## src/rtl/uef_pkg.sv

```systemverilog
package uef_pkg;
  parameter int REG_W  = 8;
  parameter int NUM_EV = 5;
  localparam int EV_RXD = 0;
  localparam int EV_TXD = 1;
  localparam int EV_BSY = 2;
  localparam int EV_CTL = 3;
  localparam int EV_BRK = 4;
  typedef logic [REG_W-1:0]  reg_t;
  typedef logic [NUM_EV-1:0] ev_t;
endpackage

```

## src/rtl/uef_rx_timing.sv

```systemverilog
module uef_rx_timing (
  input  logic clk_i,
  input  logic rst_ni,
  input  logic stop_mid_i,
  input  logic buf_ready_i,
  input  logic close_i,
  input  logic multidrop_i,
  output logic busy_o,
  output logic rxd_o,
  output logic hunt_o
);
  // decisions only at the mid-stop-bit point
  always_comb begin
    busy_o = stop_mid_i & ~buf_ready_i;
    rxd_o  = stop_mid_i & buf_ready_i & close_i;
    hunt_o = busy_o & multidrop_i;
  end

  a_r3_drop_no_close: assert property (@(posedge clk_i) disable iff (!rst_ni)
    (stop_mid_i && !buf_ready_i) |-> (busy_o && !rxd_o));
  a_r4_close_needs_strobe: assert property (@(posedge clk_i) disable iff (!rst_ni)
    (!stop_mid_i) |-> !rxd_o);
  a_r5_hunt_multidrop: assert property (@(posedge clk_i) disable iff (!rst_ni)
    hunt_o |-> (multidrop_i && !buf_ready_i));
endmodule

```

## src/rtl/uef_tx_timing.sv

```systemverilog
module uef_tx_timing (
  input  logic clk_i,
  input  logic rst_ni,
  input  logic done_i,
  input  logic cr_i,
  input  logic last_bit_i,
  input  logic fifo_empty_i,
  output logic set_o
);
  logic pend_q;
  logic fire;

  // deferred completion: final char in shifter, last data bit starting
  assign fire  = pend_q & last_bit_i & fifo_empty_i;
  assign set_o = (done_i & ~cr_i) | fire;

  always_ff @(posedge clk_i or negedge rst_ni) begin
    if (!rst_ni)              pend_q <= 1'b0;
    else if (done_i && cr_i)  pend_q <= 1'b1;
    else if (fire)            pend_q <= 1'b0;
  end

  a_r6_immediate: assert property (@(posedge clk_i) disable iff (!rst_ni)
    (done_i && !cr_i) |-> set_o);
  a_r7_deferred_waits: assert property (@(posedge clk_i) disable iff (!rst_ni)
    (done_i && cr_i && !(last_bit_i && fifo_empty_i)) |-> !set_o);
  a_r7_busy_fifo_holds: assert property (@(posedge clk_i) disable iff (!rst_ni)
    (!fifo_empty_i && !(done_i && !cr_i)) |-> !set_o);
endmodule

```

## src/rtl/uef_event_reg.sv

```systemverilog
module uef_event_reg
  import uef_pkg::*;
(
  input  logic clk_i,
  input  logic rst_ni,
  input  ev_t  set_i,
  input  logic we_i,
  input  logic addr_i,
  input  reg_t wdata_i,
  output reg_t rdata_o,
  output logic irq_o
);
  ev_t  evt_q;
  ev_t  clr;
  reg_t mask_q;
  reg_t evt_full;

  assign clr = (we_i && !addr_i) ? wdata_i[NUM_EV-1:0] : '0;

  for (genvar i = 0; i < NUM_EV; i++) begin : g_bit
    // set wins over a same-cycle clear
    always_ff @(posedge clk_i or negedge rst_ni) begin
      if (!rst_ni)        evt_q[i] <= 1'b0;
      else if (set_i[i])  evt_q[i] <= 1'b1;
      else if (clr[i])    evt_q[i] <= 1'b0;
    end
  end

  always_ff @(posedge clk_i or negedge rst_ni) begin
    if (!rst_ni)              mask_q <= '0;
    else if (we_i && addr_i)  mask_q <= wdata_i;
  end

  assign evt_full = reg_t'(evt_q);
  assign rdata_o  = addr_i ? mask_q : evt_full;
  assign irq_o    = |(evt_full & mask_q);

  a_r8_clear_applies: assert property (@(posedge clk_i) disable iff (!rst_ni)
    (we_i && !addr_i) |=> ((evt_q & $past(wdata_i[NUM_EV-1:0] & ~set_i)) == '0));
  a_r9_set_wins: assert property (@(posedge clk_i) disable iff (!rst_ni)
    (|set_i) |=> ((evt_q & $past(set_i)) == $past(set_i)));
  a_r8_sticky: assert property (@(posedge clk_i) disable iff (!rst_ni)
    !(we_i && !addr_i) |=> ((evt_q & $past(evt_q)) == $past(evt_q)));
  a_r11_irq_source: assert property (@(posedge clk_i) disable iff (!rst_ni)
    irq_o |-> (mask_q != '0 && evt_q != '0));
endmodule

```

## src/rtl/uart_evt_unit.sv

```systemverilog
module uart_evt_unit
  import uef_pkg::*;
(
  input  logic             clk_i,
  input  logic             rst_ni,
  input  logic             rx_brk_i,
  input  logic             rx_ctl_i,
  input  logic             rx_stop_mid_i,
  input  logic             rx_buf_ready_i,
  input  logic             rx_close_i,
  input  logic             multidrop_i,
  output logic             rx_hunt_o,
  input  logic             tx_done_i,
  input  logic             tx_cr_i,
  input  logic             tx_last_bit_i,
  input  logic             tx_fifo_empty_i,
  input  logic             reg_we_i,
  input  logic             reg_addr_i,
  input  logic [REG_W-1:0] reg_wdata_i,
  output logic [REG_W-1:0] reg_rdata_o,
  output logic             irq_o
);
  logic busy, rxd, txd;
  ev_t  set_vec;

  uef_rx_timing u_rx (
    .clk_i(clk_i), .rst_ni(rst_ni),
    .stop_mid_i(rx_stop_mid_i), .buf_ready_i(rx_buf_ready_i),
    .close_i(rx_close_i), .multidrop_i(multidrop_i),
    .busy_o(busy), .rxd_o(rxd), .hunt_o(rx_hunt_o)
  );

  uef_tx_timing u_tx (
    .clk_i(clk_i), .rst_ni(rst_ni),
    .done_i(tx_done_i), .cr_i(tx_cr_i),
    .last_bit_i(tx_last_bit_i), .fifo_empty_i(tx_fifo_empty_i),
    .set_o(txd)
  );

  always_comb begin
    set_vec         = '0;
    set_vec[EV_RXD] = rxd;
    set_vec[EV_TXD] = txd;
    set_vec[EV_BSY] = busy;
    set_vec[EV_CTL] = rx_ctl_i;
    set_vec[EV_BRK] = rx_brk_i;
  end

  uef_event_reg u_evt (
    .clk_i(clk_i), .rst_ni(rst_ni), .set_i(set_vec),
    .we_i(reg_we_i), .addr_i(reg_addr_i), .wdata_i(reg_wdata_i),
    .rdata_o(reg_rdata_o), .irq_o(irq_o)
  );

  a_r2_break_sets: assert property (@(posedge clk_i) disable iff (!rst_ni)
    rx_brk_i |=> (reg_addr_i || reg_rdata_o[EV_BRK]));
  a_r10_reserved_zero: assert property (@(posedge clk_i) disable iff (!rst_ni)
    !reg_addr_i |-> (reg_rdata_o[REG_W-1:NUM_EV] == '0));
endmodule

```

## config.mk

```make
export PLATFORM = sky130hd
export DESIGN_NAME = uart_evt_unit
export DESIGN_NICKNAME = d
export VERILOG_FILES = /design/src/rtl/uef_pkg.sv /design/src/rtl/uef_rx_timing.sv /design/src/rtl/uef_tx_timing.sv /design/src/rtl/uef_event_reg.sv /design/src/rtl/uart_evt_unit.sv
export SDC_FILE = /design/constraint.sdc
export NUM_CORES = 1
export LEC_CHECK = 0
export ABC_AREA = 0
export CAP_MARGIN = 25
export CORE_MARGIN = 8
export CORE_UTILIZATION = 30
export CTS_BUF_LIST = sky130_fd_sc_hd__clkbuf_16
export DETAILED_ROUTE_END_ITERATION = 10
export PLACE_DENSITY = 0.63
export SLEW_MARGIN = 5
export SYNTH_ARGS = -nofsm -noshare
export SYNTH_HDL_FRONTEND = slang
export SYNTH_SLANG_ARGS = --single-unit
```

## constraint.sdc

```tcl
create_clock -name clk_i -period 1.05 [get_ports clk_i]
set_clock_uncertainty 0.2 [all_clocks]
set_input_delay 0.21 -clock clk_i [delete_from_list [all_inputs] [get_ports clk_i]]
set_output_delay 0.21 -clock clk_i [all_outputs]
set_load 0.05 [all_outputs]
```

==> impl_metrics.py <==
metrics = {
    "outcome": {
        "status": "finished, violations left",
        "violations": "negative setup slack",
    },
    "sta": {
        "worst_slew_pin_slew_ns": 0.359,
        "setup-violations-final": 20,
        "period_minus_slack_ns": 1.71,
        "timing.fmax_ghz": 0.585,
        "rsz0062_at_grt": "yes",
        "maxSlewViolCount": 0,
        "timing.slew.headroom_pct": 76.1,
        "whs_ns": 0.0557,
        "finalHoldViolations": 0,
        "layout_setup_ws_ns": -0.659,
        "min_period_over_period_pct": 163,
    },
    "routing": {
        "firstDrtPassIters": 4,
        "route.vias.total": 620,
        "drc": 0,
        "drtAntennaViolNets": 0,
        "routed_wl_mm": 2.05,
        "drtIter0Drc": 10,
        "vias_per_cell": 4.70,
        "wl_per_cell_um": 15.5,
    },
    "synth": {
        "synth_nets": 73,
        "ys_ff_latch": 14,
        "yosys.area.top_type_share_pct": 52.3,
        "ys_seq_area_share_pct": 52.3,
        "yosys-top-cells-area": "dfrtp_1, mux2_2, nand3b_1",
        "syn_area_um2": 669,
        "synth_area_leader_cell": "dfrtp_1",
        "synth.distinct_cells": 15,
        "netlist_instances": 51,
        "synth.avg_cell_area_um2": 13.1,
        "yosys_warnings": 0,
    },
    "setup_path": {
        "critPathRequiredTime_ns": 0.64,
        "crit_arrival_ns": 1.30,
        "path_cells": "a222oi_1 -> nand2_2 -> buf_6",
        "reg2reg_depth": 2,
        "path_class": "reg -> out",
        "cp_slowest_stage_delay_ns": 0.41,
        "cp-end-kind": "output pin",
        "slowest_stage": "a222oi_1",
        "critPathMaxFanout": 2,
        "start_kind": "flip-flop",
    },
    "min_path": {
        "worstHoldPathCells": 2,
        "hold_path.class": "in -> reg",
    },
    "power_and_ir_drop": {
        "ir_drop_uv": 1100,
        "internal_power_uw": 1570,
        "p_per_area_mw_per_mm2": 1520,
        "p_leak_uw": 0.000689,
        "comb_power_share_pct": 36.5,
        "pwr-share-seq_pct": 30.4,
        "power_uw": 2170,
        "power_switching_uw": 598,
        "p_sw_share_pct": 27.5,
        "pwr-share-clk_pct": 33.1,
    },
    "clock_tree": {
        "cts_tree": "yes",
        "h-tree-depth": 1,
        "cts-hold-fix-buffers": 0,
        "clock_latency_ns": 0.24,
        "cts_root_buffer": "clkbuf_16",
        "clk_pin_slew_worst_paths_ns": 0.05,
        "cts-buffers-inserted": 3,
        "cts_sinks": 14,
        "cts_buffer_depth": 2,
    },
    "global_route": {
        "antenna_found_initial": 0,
        "grt_overflow_total": 0,
        "grt_pass1_wl_mm": 3.42,
        "first_global_vias": 717,
        "grt_usage_pct": 10.8,
        "grt_max_degree": 15,
    },
    "place": {
        "gp_congestion": 0.737,
        "numPortBuffers": 31,
        "dp_cells": 123,
        "hpwl_mm": 1.51,
    },
    "finish": {
        "layout-drive-gt1-share_pct": 54.8,
        "final_cell_count_no_fill": 132,
        "layout.nets": 127,
        "syn_to_final_growth_pct": 114,
        "antenna_cells": 0,
        "final_util_pct": 66.0,
    },
    "floorplanning": {
        "core-area_mm2": 0.00217,
        "die_w_um": 63.2,
        "start_util_pct": 30.9,
        "chipHeight_um": 63.2,
        "rows": 17,
        "io-pin-count": 32,
        "die_area_mm2": 0.00400,
    },
    "flow_run": {
        "maxCapViolCount": 0,
    },
}
## cells in the mapped netlist
cell type,number
a22o_1,2
inv_1,2
and3_1,2
a221o_1,1
nand2_4,1
a222oi_1,1
nand3b_1,5
and2_1,3
a32o_1,1
nand2_1,2
buf_4,1
mux2_2,13
a22oi_1,1
dfrtp_1,14
a21o_1,2
## stage by stage
| stage | setup TNS [ns] | setup WS [ns] | area [um^2] |
|---|---|---|---|
| final | -4.18 | -0.659 | 1430 |
| after global routing | -4.65 | -0.738 | 1430 |
| after CTS | -4.22 | -0.654 | 1420 |
| after detailed placement | -15.10 | -0.748 | 1220 |
| after global placement | -15.06 | -0.743 | 1220 |
| after floorplan | -0.767 | -0.326 | 696 |
## routing by layer
metal / wire [um] / GRT usage [%]
met3: 144 / 5.48
met2: 987 / 17.7
met1: 897 / 11.9
met5: 0 / 0
met4: 17 / 3.34
## cells by family after synthesis
logic type	Yosys count	synth area share, %
AO/OA/AOI/OAI	8	10.5
buffers and inverters	3	2.24
flip-flops	14	52.3
multiplexers	13	21.9
AND/OR/NAND/NOR	13	13.1
## layout make-up
class	instances	area (um^2)
Inverter	2	7.51
Timing Repair Buffer	50	583
Fill cell	181	738
Sequential cell	14	350
Tap cell	28	35.0
Clock inverter	1	3.75
Multi-Input combinational cell	34	377
Clock buffer	3	75.1
## flip-flops by register name, indices dropped and copies added, names as in the netlist
register / cells
u_tx.pend_q: 1
u_evt.mask_q: 8
u_evt.evt_full: 5
## cells in the final DEF, fill, tap and decap left out, drive strengths merged
cell type      synthesis  layout
a221o                  1       1
dlymetal6s2s           0       2
dfrtp                 14      14
nand2                  3       3
clkinv                 0       1
clkdlybuf4s50          0      10
a222oi                 1       1
a32o                   1       1
nand3b                 5       5
a22o                   2       2
and2                   3       3
and3                   2       2
a21o                   2       2
dlygate4sd2            0       4
clkbuf                 0       3
buf                    1      33
inv                    2       2
clkdlybuf4s15          0       1
a22oi                  1       1
mux2                  13      13
## worst max-delay path, delay by kind of cell (launching register included)
family / cells / cell delay [ns]
simple gates: 1 / 0.10
compound gates: 1 / 0.41
flops: 1 / 0.38
buf+inv: 1 / 0.16
## power by group through the flow
stage | Combinational, uW | Sequential (uW) | Clock (uW)
after floorplan | 337 | 649 | 0
after global placement | 690 | 658 | 0
after detailed placement | 697 | 660 | 0
after CTS | 793 | 660 | 732
after global routing | 830 | 669 | 763
final | 793 | 660 | 720
## worst paths after layout
path	slack [ns]	start	to
hold reg to reg	0.29	u_tx.pend_q	u_tx.pend_q
hold / removal	0.06	reg_wdata_i[2]	u_evt.mask_q[2]
min in group asynchronous	0.09	rst_ni	u_evt.mask_q[2]
setup / recovery	-0.66	u_evt.evt_full[0]	irq_o
max in group asynchronous	0.44	rst_ni	u_evt.mask_q[3]
setup reg to reg	-0.09	u_evt.evt_full[1]	u_evt.evt_full[1]
## what timing repair did
item	in CTS	in global routing
endpoints found under the setup margin	23	23
gates resized for setup	52	5
setup buffers	5	4
pin swaps	7	0
No activity file was read; power rests on OpenSTA's default activity.
